[src/rtl/xmb_pkg.sv]
package xmb_pkg;
  localparam int LIM_W  = 3;
  localparam int CODE_W = 2;

  typedef enum logic [1:0] {
    ST_IDLE = 2'd0,
    ST_ADDR = 2'd1,
    ST_STRB = 2'd2,
    ST_HOLD = 2'd3
  } xmb_state_e;

  typedef struct packed {
    logic              en;
    logic              legacy;
    logic              legacy_wait;
    logic [CODE_W-1:0] wait_lo;
    logic [CODE_W-1:0] wait_hi;
    logic [LIM_W-1:0]  limit;
  } xmb_cfg_t;
endpackage

[src/rtl/xmb_regs.sv]
module xmb_regs
  import xmb_pkg::*;
#(
  parameter int DATA_W = 8
) (
  input  logic              clk,
  input  logic              rst_n,
  input  logic              cfg_wr,
  input  logic              cfg_addr,
  input  logic [DATA_W-1:0] cfg_wdata,
  output logic [DATA_W-1:0] cfg_rdata,
  output xmb_cfg_t          cfg
);
  localparam int LIM_LSB = 2 * CODE_W;

  logic unused_wbits;
  assign unused_wbits = ^cfg_wdata[DATA_W-1:3];

  always_ff @(posedge clk) begin
    if (!rst_n) begin
      cfg <= '0;
    end else if (cfg_wr) begin
      if (!cfg_addr) begin
        cfg.en          <= cfg_wdata[0];
        cfg.legacy      <= cfg_wdata[1];
        cfg.legacy_wait <= cfg_wdata[2];
      end else begin
        cfg.wait_lo <= cfg_wdata[CODE_W-1:0];
        cfg.wait_hi <= cfg_wdata[2*CODE_W-1:CODE_W];
        cfg.limit   <= cfg_wdata[LIM_LSB+LIM_W-1:LIM_LSB];
      end
    end
  end

  // the top bit of the sector register is reserved and never stored
  always_comb begin
    cfg_rdata = '0;
    if (!cfg_addr) begin
      cfg_rdata[2:0] = {cfg.legacy_wait, cfg.legacy, cfg.en};
    end else begin
      cfg_rdata[CODE_W-1:0]               = cfg.wait_lo;
      cfg_rdata[2*CODE_W-1:CODE_W]        = cfg.wait_hi;
      cfg_rdata[LIM_LSB+LIM_W-1:LIM_LSB]  = cfg.limit;
    end
  end
endmodule

[src/rtl/xmb_sector_decode.sv]
module xmb_sector_decode
  import xmb_pkg::*;
#(
  parameter int ADDR_W = 16
) (
  input  logic [ADDR_W-1:0] addr,
  input  xmb_cfg_t          cfg,
  output logic [1:0]        extra_strobe,
  output logic              hold_en
);
  logic [LIM_W-1:0]  sector_idx;
  logic              upper;
  logic [CODE_W-1:0] code;

  assign sector_idx = addr[ADDR_W-1 -: LIM_W];
  assign upper      = (cfg.limit == '0) || (sector_idx >= cfg.limit);

  always_comb begin
    if (cfg.legacy)
      code = {1'b0, cfg.legacy_wait};
    else if (upper)
      code = cfg.wait_hi;
    else
      code = cfg.wait_lo;
  end

  assign hold_en      = (code == 2'd3);
  assign extra_strobe = hold_en ? 2'd2 : code;
endmodule

[src/rtl/xmb_seq.sv]
module xmb_seq
  import xmb_pkg::*;
#(
  parameter int ADDR_W = 16,
  parameter int DATA_W = 8
) (
  input  logic                     clk,
  input  logic                     rst_n,
  input  logic                     enable,
  input  logic                     req_valid,
  output logic                     req_ready,
  input  logic                     req_write,
  input  logic [ADDR_W-1:0]        req_addr,
  input  logic [DATA_W-1:0]        req_wdata,
  input  logic [1:0]               extra_strobe,
  input  logic                     hold_en,
  output logic                     rsp_valid,
  output logic [DATA_W-1:0]        rsp_rdata,
  output logic [DATA_W-1:0]        bus_ad_out,
  output logic                     bus_ad_oe,
  input  logic [DATA_W-1:0]        bus_ad_in,
  output logic [ADDR_W-DATA_W-1:0] bus_a_hi,
  output logic                     bus_ale,
  output logic                     bus_wr_n,
  output logic                     bus_rd_n,
  output logic                     busy
);
  localparam int HI_W = ADDR_W - DATA_W;

  xmb_state_e        state;
  logic [1:0]        cnt;
  logic [ADDR_W-1:0] addr_q;
  logic [DATA_W-1:0] wdata_q;
  logic              write_q;
  logic              hold_q;

  assign req_ready = (state == ST_IDLE) && enable;
  assign busy      = (state != ST_IDLE);

  always_ff @(posedge clk) begin
    if (!rst_n) begin
      state     <= ST_IDLE;
      cnt       <= '0;
      addr_q    <= '0;
      wdata_q   <= '0;
      write_q   <= 1'b0;
      hold_q    <= 1'b0;
      rsp_valid <= 1'b0;
      rsp_rdata <= '0;
    end else begin
      rsp_valid <= 1'b0;
      case (state)
        ST_IDLE: begin
          if (req_valid && req_ready) begin
            addr_q  <= req_addr;
            wdata_q <= req_wdata;
            write_q <= req_write;
            hold_q  <= hold_en;
            cnt     <= extra_strobe;
            state   <= ST_ADDR;
          end
        end
        ST_ADDR: state <= ST_STRB;
        ST_STRB: begin
          if (cnt != '0) begin
            cnt <= cnt - 2'd1;
          end else begin
            if (!write_q) rsp_rdata <= bus_ad_in;
            if (hold_q) begin
              state <= ST_HOLD;
            end else begin
              state     <= ST_IDLE;
              rsp_valid <= 1'b1;
            end
          end
        end
        default: begin
          state     <= ST_IDLE;
          rsp_valid <= 1'b1;
        end
      endcase
    end
  end

  always_comb begin
    bus_ale    = (state == ST_ADDR);
    bus_wr_n   = !((state == ST_STRB) && write_q);
    bus_rd_n   = !((state == ST_STRB) && !write_q);
    bus_a_hi   = busy ? addr_q[ADDR_W-1 -: HI_W] : '0;
    bus_ad_oe  = 1'b0;
    bus_ad_out = '0;
    if (state == ST_ADDR) begin
      bus_ad_oe  = 1'b1;
      bus_ad_out = addr_q[DATA_W-1:0];
    end else if (busy && write_q) begin
      bus_ad_oe  = 1'b1;
      bus_ad_out = wdata_q;
    end
  end
endmodule

[src/rtl/xmem_bus_ctrl.sv]
module xmem_bus_ctrl
  import xmb_pkg::*;
#(
  parameter int ADDR_W = 16,
  parameter int DATA_W = 8
) (
  input  logic                     clk,
  input  logic                     rst_n,
  input  logic                     cfg_wr,
  input  logic                     cfg_addr,
  input  logic [DATA_W-1:0]        cfg_wdata,
  output logic [DATA_W-1:0]        cfg_rdata,
  input  logic                     req_valid,
  output logic                     req_ready,
  input  logic                     req_write,
  input  logic [ADDR_W-1:0]        req_addr,
  input  logic [DATA_W-1:0]        req_wdata,
  output logic                     rsp_valid,
  output logic [DATA_W-1:0]        rsp_rdata,
  output logic [DATA_W-1:0]        bus_ad_out,
  output logic                     bus_ad_oe,
  input  logic [DATA_W-1:0]        bus_ad_in,
  output logic [ADDR_W-DATA_W-1:0] bus_a_hi,
  output logic                     bus_ale,
  output logic                     bus_wr_n,
  output logic                     bus_rd_n,
  output logic                     pin_override
);
  xmb_cfg_t   cfg;
  logic [1:0] extra_strobe;
  logic       hold_en;
  logic       busy;

  xmb_regs #(.DATA_W(DATA_W)) u_regs (
    .clk(clk), .rst_n(rst_n), .cfg_wr(cfg_wr), .cfg_addr(cfg_addr),
    .cfg_wdata(cfg_wdata), .cfg_rdata(cfg_rdata), .cfg(cfg)
  );

  xmb_sector_decode #(.ADDR_W(ADDR_W)) u_dec (
    .addr(req_addr), .cfg(cfg), .extra_strobe(extra_strobe), .hold_en(hold_en)
  );

  xmb_seq #(.ADDR_W(ADDR_W), .DATA_W(DATA_W)) u_seq (
    .clk(clk), .rst_n(rst_n), .enable(cfg.en),
    .req_valid(req_valid), .req_ready(req_ready), .req_write(req_write),
    .req_addr(req_addr), .req_wdata(req_wdata),
    .extra_strobe(extra_strobe), .hold_en(hold_en),
    .rsp_valid(rsp_valid), .rsp_rdata(rsp_rdata),
    .bus_ad_out(bus_ad_out), .bus_ad_oe(bus_ad_oe), .bus_ad_in(bus_ad_in),
    .bus_a_hi(bus_a_hi), .bus_ale(bus_ale), .bus_wr_n(bus_wr_n),
    .bus_rd_n(bus_rd_n), .busy(busy)
  );

  assign pin_override = cfg.en || busy;
endmodule

[config.mk]
export PLATFORM = sky130hd
export DESIGN_NAME = xmem_bus_ctrl
export DESIGN_NICKNAME = d
export VERILOG_FILES = /design/src/rtl/xmb_pkg.sv /design/src/rtl/xmb_regs.sv /design/src/rtl/xmb_sector_decode.sv /design/src/rtl/xmb_seq.sv /design/src/rtl/xmem_bus_ctrl.sv
export SDC_FILE = /design/constraint.sdc
export NUM_CORES = 1
export LEC_CHECK = 0
export ABC_AREA = 1
export BUFFER_PORTS_ARGS = -buffer_cell sky130_fd_sc_hd__buf_2
export CAP_MARGIN = 5
export CORE_MARGIN = 4
export CORE_UTILIZATION = 30
export DETAILED_ROUTE_END_ITERATION = 12
export MAX_ROUTING_LAYER = met4
export SKIP_LAST_GASP = 1
export SLEW_MARGIN = 20
export SYNTH_ARGS = -nofsm -noshare
export SYNTH_HDL_FRONTEND = slang
export SYNTH_SLANG_ARGS = --single-unit
[constraint.sdc]
create_clock -name clk -period 1.3 [get_ports clk]
set_input_delay 0.13 -clock clk [delete_from_list [all_inputs] [get_ports clk]]
set_output_delay 0.13 -clock clk [all_outputs]
set_load 0.01 [all_outputs]
==> impl_metrics.json, run 1 <==
{
  "syn_to_final_growth_pct": 61.12,
  "netlist_area_sq_mm": 0.002182,
  "final_area_sq_mm": 0.003516,
  "ir_drop_mv": 0.5808,
  "clk_latency_ps": 300,
  "ant_nets": 0,
  "min_period_over_period": 1.101,
  "end_kind": "flip-flop",
  "rows": 30,
  "finClkSkew_ps": 7.448,
  "drtIter0Drc": 48,
  "finalWorstSetupSlack_ps": -131.1,
  "route.detailed.drc": 0,
  "cp_max_fo": 7,
  "criticalPathCategory": "reg -> reg",
  "detailed_place_hpwl_mm": 4.060,
  "htree_levels": 2,
  "drive_gt1_frac": 0.5196,
  "post_dp_cell_area_sq_mm": 0.002800,
  "clock_path_buffers": 2,
  "synth_cell_types": 23,
  "cpPeakStageDelay_ps": 390,
  "dieWidth_um": 93.29,
  "p_sw_uw": 924.0,
  "reg2reg_slack_ps": -130,
  "period_needed_ps": 1431,
  "clock-sinks": 49,
  "postCtsHoldBufs": 0,
  "utilization": 0.5063,
  "max_freq_mhz": 698.7,
  "pwr-share-seq": 0.503,
  "ys_seq_elements": 49,
  "maxCapViolCount": 0,
  "whs_path_depth": 3,
  "path_common_cell": "nor2_4",
  "startpoint_type": "flip-flop",
  "report.final.setup_viol": 49,
  "fin_total_pwr_uw": 3179,
  "ios": 85,
  "cts_buffers": 5,
  "gr-usage-all-layers": 0.1469,
  "antenna_found_initial": 0,
  "cts_tree": "built",
  "first_global_vias": 2299,
  "n_antenna_cell": 0,
  "clock-root-buffer": "clkbuf_8",
  "worstRegToRegCells": 8,
  "initial_core_util": 0.3142,
  "postSynthCellCount": 297,
  "leakagePower_uw": 0.001580,
  "drtPass1Iterations": 4,
  "finalSetupTns_ps": -2899,
  "core-area_sq_mm": 0.006944,
  "clk_pin_slew_ps": 90,
  "syn_area_per_cell_sq_um": 7.347,
  "path_cells": "nor2_4 > inv_4 > nor2_4 > nand2_4 > buf_6 > inv_2 > o221ai_4 > nor3_2",
  "swShare": 0.2907,
  "worst_ep_arrival_time_ps": 1650,
  "crit_required_ps": 1520,
  "combPwrFrac": 0.216,
  "layout.nets": 457,
  "drt-wirelength-per-cell_um": 12.75,
  "finalHoldViolCount": 0,
  "violations": "setup timing",
  "grt_overflow_total": 0,
  "rsz0062_at_grt": "true",
  "grt_pass1_wl_mm": 10.25,
  "ys_warn_count": 0,
  "grt_max_degree": 49,
  "crit_buf_inv": 3,
  "r2r_start": "u_seq.state[1]",
  "synth-seq-area-share": 0.4495,
  "p_int_uw": 2255,
  "p_clk_frac": 0.281,
  "slowest_stage": "dfxtp_4",
  "final_max_slew_viol_count": 0,
  "place_congestion": 0.7916,
  "crit_cells": 8,
  "min_from": "bus_ad_in[7]",
  "worst_r2r_endpoint": "u_seq.state[0]",
  "p_per_area_mw_per_mm2": 904.1,
  "syn-num-nets": 347,
  "wl_mm": 6.427,
  "vias_per_cell": 4.573,
  "cpLargestDelayFamily": "simple AND/OR/NAND/NOR gates",
  "dieArea_sq_mm": 0.008702,
  "portBuffers": 82,
  "worst_hold_slack_ps": 50.62,
  "min_to": "u_seq.rsp_rdata[7]",
  "status": "complete, but fails checks",
  "die_y_um": 93.29,
  "min_path_type": "in -> reg",
  "vias": 2305
}
==> power by group through the flow <==
stage               Sequential [uW]  Clock [uW]  Combinational [uW]
detailed placement             1630           0                 467
global placement               1630           0                 457
floorplan                      1630           0                 283
global route                   1610         994                 757
finish                         1600         892                 687
CTS                            1600         934                 556
==> cell type report <==
cell class	instances	area (sq um)
Multi-Input combinational cell	180	1256
Clock inverter	3	17.52
Sequential cell	49	991.0
Fill cell	676	3428
Timing Repair Buffer	115	840.8
Timing Repair inverter	1	5.005
Inverter	55	216.5
Tap cell	96	120.1
Clock buffer	5	68.82
==> through the flow <==
stage	cells	setup slack [ps]
2_1_floorplan	297	-16.55
3_3_place_gp	478	-71.10
4_1_cts	499	-101.1
6_report	504	-131.1
3_5_place_dp	478	-100.6
5_1_grt	504	-200.8
==> metal layers <==
layer	global-route usage	share of wire	up-vias
li1	-	-	1165
met1	0.1868	0.46	1056
met2	0.2394	0.47	75
met3	0.03218	0.053	9
met4	0.03297	0.0086	0
met5	-	0	-
==> cells in the final DEF (no fill, tap or decap), drive strengths merged <==
cell type  synthesis  routed
inv               54      54
o21ai             52      52
o22ai              8       8
nor2              45      45
conb               1       1
o221ai             1       1
nand4              2       2
a21oi             34      34
buf                6     113
dfxtp             49      49
nand2             29      29
ha                 4       4
nand3              3       3
nor3               1       1
clkinvlp           0       1
clkinv             1       4
clkbuf             7       7
==> logic make-up after synthesis <==
kind of cell             synth area share
AO/OA/AOI/OAI                      0.2271
adder cells (fa/ha/maj)           0.02294
flip-flops                         0.4495
buffers and inverters              0.1370
AND/OR/NAND/NOR                    0.1617
other                            0.001719
==> how the worst max path moves through the flow <==
| stage | slack [ps] | startpoint | to |
|---|---|---|---|
| 2_1_floorplan | -20 | u_regs.cfg[2] | u_seq.cnt[1] |
| 3_3_place_gp | -70 | u_regs.cfg[2] | u_seq.cnt[1] |
| 3_5_place_dp | -100 | u_regs.cfg[2] | u_seq.cnt[1] |
| 4_1_cts | -100 | u_seq.state[1] | bus_ad_out[4] |
| 5_1_grt | -200 | u_seq.state[1] | u_seq.state[0] |
| 6_report | -130 | u_seq.state[1] | u_seq.state[0] |
==> Yosys cell counts, drive strengths merged <==
cell,instances,area share
conb,1,0.0017
ha,4,0.023
nand4,2,0.0057
inv,54,0.094
a21oi,34,0.078
nand2,29,0.056
nand3,3,0.0069
nor3,1,0.0023
o21ai,52,0.12
clkinv,1,0.0017
o221ai,1,0.0069
nor2,45,0.091
o22ai,8,0.023
dfxtp,49,0.45
buf,6,0.029
clkbuf,7,0.012
==> worst reg2reg max path: cells and delay by family (launching register included) <==
| family | cells | cell delay, ps |
|---|---|---|
| buffers and inverters | 3 | 250 |
| DFF | 1 | 390 |
| and+or+nand+nor | 4 | 610 |
| AOI/OAI and AO/OA | 1 | 100 |
==> repair_timing <==
action	4_1_cts	5_1_grt
endpoints found under the setup margin	30	61
gates cloned	4	3
buffers inserted	9	3
gates resized for setup	27	88
pin swaps	13	19
==> sequential cells by signal, summed over array words and instances, names as in the netlist <==
| name | flops |
|---|---|
| u_regs.cfg | 10 |
| u_seq.cnt | 2 |
| u_seq.rsp_rdata | 8 |
| u_seq.rsp_valid | 1 |
| u_seq.write_q | 1 |
| u_seq.wdata_q | 8 |
| u_seq.addr_q | 16 |
| u_seq.hold_q | 1 |
| u_seq.state | 2 |
(Power assumes the default switching activity.)
==> run 2: changes to the inputs <==
Settings changed: ABC_AREA 1 to not set, CORE_MARGIN 4 to 3.
==> impl_metrics.json, run 2 <==
{
  "drive_gt1_frac": 0.4684,
  "worst_r2r_endpoint": "u_seq.hold_q",
  "clk_latency_ps": 310,
  "synth.top_cell.area_share": 0.4266,
  "status": "complete, but fails checks",
  "finalHoldViolCount": 0,
  "place_congestion": 0.8163,
  "p_per_area_mw_per_mm2": 869.7,
  "wl_mm": 6.226,
  "syn_to_final_growth_pct": 55.22,
  "min_path_type": "in -> reg",
  "leakagePower_uw": 0.001526,
  "grt_overflow_total": 0,
  "n_antenna_cell": 0,
  "core-area_sq_mm": 0.007331,
  "synth_cell_types": 36,
  "clk_pin_slew_ps": 100,
  "synth_area_leader_cell": "dfxtp_1",
  "cts_tree": "built",
  "period_needed_ps": 1805,
  "final_common_cell": "buf_2",
  "criticalPathCategory": "reg -> reg",
  "gr-usage-all-layers": 0.1471,
  "top_regs": "u_seq.addr_q: 16 flops, u_regs.cfg: 10 flops",
  "drtIter0Drc": 72,
  "final_max_slew_viol_count": 0,
  "vias_per_cell": 4.501,
  "startpoint_type": "flip-flop",
  "rsz0062_at_grt": "true",
  "whs_path_depth": 3,
  "first_global_vias": 2045,
  "drtPass1Iterations": 4,
  "layout.nets": 429,
  "synthTopCellsByArea": "dfxtp_1, a21boi_0, nand2_1",
  "violations": "setup timing",
  "cts_buffers": 5,
  "ys_warn_count": 0,
  "ios": 85,
  "cp_max_fo": 2,
  "utilization": 0.4869,
  "synth-async-reset-ratio": 0,
  "synth-seq-area-share": 0.4266,
  "most-common-layout-cells": "buf_2, nand2_1, dfxtp_1",
  "grt_pass1_wl_mm": 10.01,
  "end_kind": "flip-flop",
  "maxCapViolCount": 0,
  "portBuffers": 82,
  "detailed_place_hpwl_mm": 4.131,
  "min_period_over_period": 1.389,
  "synth_edf_count": 0,
  "synthTopCellsByCount": "nand2_1, dfxtp_1, a21boi_0",
  "crit_required_ps": 1550,
  "finClkSkew_ps": 6.474,
  "largest_reg_flops": 16,
  "ir_drop_mv": 0.6658,
  "syn_area_per_cell_sq_um": 8.711,
  "syn-num-nets": 314,
  "min_from": "req_addr[12]",
  "largest_register": "u_seq.addr_q",
  "clock-root-buffer": "clkbuf_8",
  "htree_levels": 2,
  "worst_ep_arrival_time_ps": 2060,
  "postSynthCellCount": 264,
  "min_to": "u_seq.addr_q[12]",
  "initial_core_util": 0.3137,
  "netlist_area_sq_mm": 0.002300,
  "r2r_start": "u_regs.cfg[1]",
  "reg2reg_slack_ps": -510,
  "synth_most_common_cell": "nand2_1",
  "worstRegToRegCells": 8,
  "die_y_um": 93.56,
  "clock_path_buffers": 2,
  "antenna_found_initial": 0,
  "n_fill_cell": 688,
  "dieWidth_um": 93.56,
  "ys_seq_elements": 49,
  "register_area_sq_um": 994.7,
  "drt-wirelength-per-cell_um": 13.00,
  "vias": 2156,
  "finalWorstSetupSlack_ps": -505.1,
  "placement.setup.worst_slack_ps": -527.1,
  "clock-sinks": 49,
  "synth_ff_type": "dfxtp_1",
  "grt_max_degree": 23,
  "report.final.setup_viol": 58,
  "route.detailed.drc": 0,
  "max_freq_mhz": 554.0,
  "multi_input_area_sq_mm": 0.001378,
  "dieArea_sq_mm": 0.008753,
  "ant_nets": 0,
  "rows": 31
}
==> run 2: final cells by class <==
type | instances | share of cell area
well taps | 99 | 0.03470
inverters | 7 | 0.007361
clock inverters | 3 | 0.01297
repair buffers | 126 | 0.2611
multi-input cells | 190 | 0.3859
clock buffers | 5 | 0.01928
flip-flops and latches | 49 | 0.2787
==> run 2: stage by stage <==
step	TNS, ps	total power [uW]	hold WS (ps)	std cells	instance area [sq um]
6_report	-9159	3105	46.38	479	3570
5_1_grt	-12680	3245	40.77	479	3570
4_1_cts	-10290	3107	41.80	476	3445
3_5_place_dp	-2541	1924	388.8	450	2969
3_3_place_gp	-1879	1919	381.3	450	2969
2_1_floorplan	-1207	1765	274.9	264	2327
==> run 2: routing by layer <==
metal  vias up  GRT usage  part of all wire
met1       992     0.1874              0.47
met5         -          -                 0
met2        54     0.2370              0.48
met4         0    0.03249            0.0019
met3         2    0.03701             0.052
li1       1108          -                 -
==> run 2: cells by family (layout without fill, tap and decap cells) <==
family | Yosys count | after routing | synth area share
AO/OA/AOI/OAI | 53 | 53 | 0.1774
adder cells (fa/ha/maj) | 4 | 4 | 0.02176
buffers and inverters | 25 | 141 | 0.05060
flip-flops | 49 | 49 | 0.4266
multiplexers | 15 | 15 | 0.06637
other | 1 | 1 | 0.001631
AND/OR/NAND/NOR | 117 | 117 | 0.2557
==> run 2: worst max path at each step <==
stage | from | to | slack (ps) | depth (start not counted)
2_1_floorplan | u_regs.cfg[1] | u_seq.cnt[0] | -430 | 7
3_3_place_gp | req_addr[13] | u_seq.cnt[0] | -490 | 8
3_5_place_dp | u_regs.cfg[1] | u_seq.cnt[0] | -530 | 7
4_1_cts | u_regs.cfg[1] | u_seq.cnt[0] | -500 | 7
5_1_grt | u_regs.cfg[1] | u_seq.cnt[0] | -630 | 7
6_report | u_regs.cfg[1] | u_seq.hold_q | -510 | 8
==> run 2: where the power goes <==
| part | internal, uW | total, uW | switching [uW] |
|---|---|---|---|
| Sequential | 1530 | 1560 | 22.9 |
| Combinational | 231 | 422 | 191 |
| Clock | 577 | 1130 | 549 |
| Total | 2340 | 3100 | 763 |
==> run 2: worst max-delay path, stage by stage, from the launching register on <==
cell	delay, ps
dfxtp_2	340
inv_2	40
ha_4	150
or3b_4	400
a211oi_4	260
mux2i_1	260
buf_4	140
nand4_1	80
nand2_1	80
==> run 2: what timing repair did <==
action | CTS | global route
pin swaps | 22 | 22
setup buffers | 15 | 6
setup endpoints to repair | 59 | 63
resized for setup | 61 | 44
gates cloned | 3 | 1
hold buffers | 0 | 0
==> run 3: changes to the inputs <==
Settings changed: BUFFER_PORTS_ARGS -buffer_cell sky130_fd_sc_hd__buf_2 to -buffer_cell sky130_fd_sc_hd__buf_4, SLEW_MARGIN 20 to 40, SYNTH_HIERARCHICAL set to 1.
==> impl_metrics.json, run 3 <==
{
  "status": "complete, but fails checks",
  "ant_nets": 0,
  "dieArea_sq_mm": 0.008922,
  "first_global_vias": 2333,
  "worstRegToRegCells": 9,
  "htree_levels": 2,
  "criticalPathCategory": "reg -> reg",
  "gr-usage-all-layers": 0.1497,
  "final_common_cell": "buf_4",
  "syn_area_per_cell_sq_um": 8.179,
  "swShare": 0.2507,
  "p_per_area_mw_per_mm2": 729.3,
  "final_area_sq_mm": 0.003991,
  "p_clk_frac": 0.289,
  "wl_mm": 6.616,
  "postCtsHoldBufs": 0,
  "vias": 2333,
  "most-common-layout-cells": "buf_4, nand2_1, dfxtp_1",
  "grt_overflow_total": 0,
  "wl_met3_um": 355,
  "worst_ep_arrival_time_ps": 2430,
  "dieWidth_um": 94.46,
  "place_congestion": 0.7779,
  "violations": "setup timing",
  "p_int_uw": 2181,
  "leakagePower_uw": 0.001683,
  "clk_latency_ps": 300,
  "min_to": "u_seq/rsp_rdata[0]",
  "n_antenna_cell": 0,
  "finClkSkew_ps": 3.529,
  "synthTopCellsByArea": "dfxtp_1, nand2_1, mux2i_1",
  "antenna_found_initial": 0,
  "clock-root-buffer": "clkbuf_8",
  "grt_max_degree": 24,
  "maxUsedRoutingLayer": "met4",
  "largest_reg_flops": 16,
  "cp_max_fo": 2,
  "clock_path_buffers": 2,
  "top_regs": "u_seq/addr_q: 16 flops, u_regs/cfg: 10 flops",
  "startpoint_type": "flip-flop",
  "end_kind": "flip-flop",
  "core-area_sq_mm": 0.007408,
  "grt_pass1_wl_mm": 10.35,
  "n_fill_cell": 700,
  "clk_pin_slew_ps": 90,
  "ys_seq_elements": 49,
  "drive_gt1_frac": 0.5232,
  "combPwrFrac": 0.174,
  "synth_edf_count": 0,
  "placement.setup.worst_slack_ps": -976.2,
  "maxCapViolCount": 0,
  "p_sw_uw": 729.9,
  "min_from": "bus_ad_in[0]",
  "syn_to_final_growth_pct": 70.04,
  "r2r_start": "u_regs/cfg[1]",
  "min_path_type": "in -> reg",
  "drtPass1Iterations": 3,
  "whs_path_depth": 3,
  "initial_core_util": 0.3168,
  "drt-wirelength-per-cell_um": 13.02,
  "synth_cell_types": 41,
  "rows": 31,
  "period_needed_ps": 2206,
  "vias_per_cell": 4.593,
  "dr_wl_met2_mm": 3.268,
  "largest_register": "u_seq/addr_q",
  "reg2reg_slack_ps": -910,
  "report.final.setup_viol": 60,
  "synth-async-reset-ratio": 0,
  "synth_most_common_cell": "nand2_1",
  "worst_hold_slack_ps": 65.50,
  "rsz0062_at_grt": "true",
  "ys_warn_count": 6,
  "post_dp_cell_area_sq_mm": 0.003267,
  "synth_ff_type": "dfxtp_1",
  "route.detailed.drc": 0,
  "wl_met1_mm": 2.950,
  "cts_buffers": 5,
  "postSynthCellCount": 287,
  "synth.top_cell.area_share": 0.4179,
  "portBuffers": 82,
  "min_period_over_period": 1.697,
  "drtIter0Drc": 55,
  "pwr-share-seq": 0.536,
  "synth-seq-area-share": 0.4179,
  "final_max_slew_viol_count": 0,
  "die_y_um": 94.46,
  "finalHoldViolCount": 0,
  "worst_r2r_endpoint": "u_seq/cnt[0]",
  "synth_area_leader_cell": "dfxtp_1",
  "crit_required_ps": 1530,
  "finalWorstSetupSlack_ps": -906.4,
  "cts_tree": "built",
  "layout.nets": 460,
  "detailed_place_hpwl_mm": 4.439,
  "netlist_area_sq_mm": 0.002347,
  "ios": 85,
  "syn-num-nets": 337,
  "max_freq_mhz": 453.2,
  "synthTopCellsByCount": "nand2_1, dfxtp_1, a21oi_1",
  "utilization": 0.5388,
  "ir_drop_mv": 0.4356,
  "clock-sinks": 49
}
==> run 3: timing repair <==
item                       CTS  global route
cloned                       2             3
resized for setup           63            61
pin swaps                   13            22
setup buffers               17             4
setup endpoints to repair   54            61
==> run 3: power by group through the flow <==
stage | combinational (uW) | clock (uW) | sequential, uW
finish | 508 | 843 | 1560
detailed placement | 415 | 0 | 1600
CTS | 474 | 881 | 1560
floorplan | 202 | 0 | 1590
global route | 553 | 948 | 1570
global placement | 409 | 0 | 1600
==> run 3: layout make-up <==
type                    instances  area (sq um)  share of cell area
multi-input cells             206          1486              0.3724
inverters                      10         37.54            0.009404
repair buffers                138          1272              0.3188
clock buffers                   5         68.82             0.01724
flip-flops and latches         49         997.2              0.2498
clock inverters                 1         5.005            0.001254
well taps                      99         123.9             0.03103
==> run 3: worst max-delay path by stage <==
stage	depth (start not counted)	endpoint	startpoint	slack, ps
floorplan	8	u_seq/cnt[0]	u_regs/cfg[0]	-870
global placement	10	u_seq/cnt[0]	req_addr[13]	-910
detailed placement	10	u_seq/cnt[0]	req_addr[13]	-980
CTS	9	u_seq/cnt[0]	u_regs/cfg[1]	-900
global route	9	u_seq/cnt[0]	u_regs/cfg[1]	-990
finish	9	u_seq/cnt[0]	u_regs/cfg[1]	-910
==> run 3: kinds of logic after synthesis <==
logic type | share of synthesized area
mux | 0.08315
fa+ha+maj | 0.02132
compound gates | 0.1333
simple gates | 0.2681
flops | 0.4179
other cells | 0.001598
buf+inv | 0.07463
==> run 3: worst max-delay path, stage by stage (launching register included) <==
cell and delay, ps:
dfxtp_2 340, inv_2 40, ha_4 150, or3b_4 420
a211oi_4 260, mux2_4 330, a211oi_2 210, inv_1 60
o211a_1 210, a211oi_2 120
==> run 3: metal layers <==
metal | global-route usage | vias up
met5 | - | -
met4 | 0.02885 | 0
li1 | - | 1193
met3 | 0.03267 | 4
met1 | 0.1757 | 1080
met2 | 0.2642 | 56
==> run 3: metrics by stage <==
stage	instances	power (uW)	TNS (ps)
global route	508	3067	-11380
finish	508	2911	-7895
detailed placement	480	2011	-3553
floorplan	287	1796	-2014
CTS	504	2912	-7401
global placement	480	2004	-2982
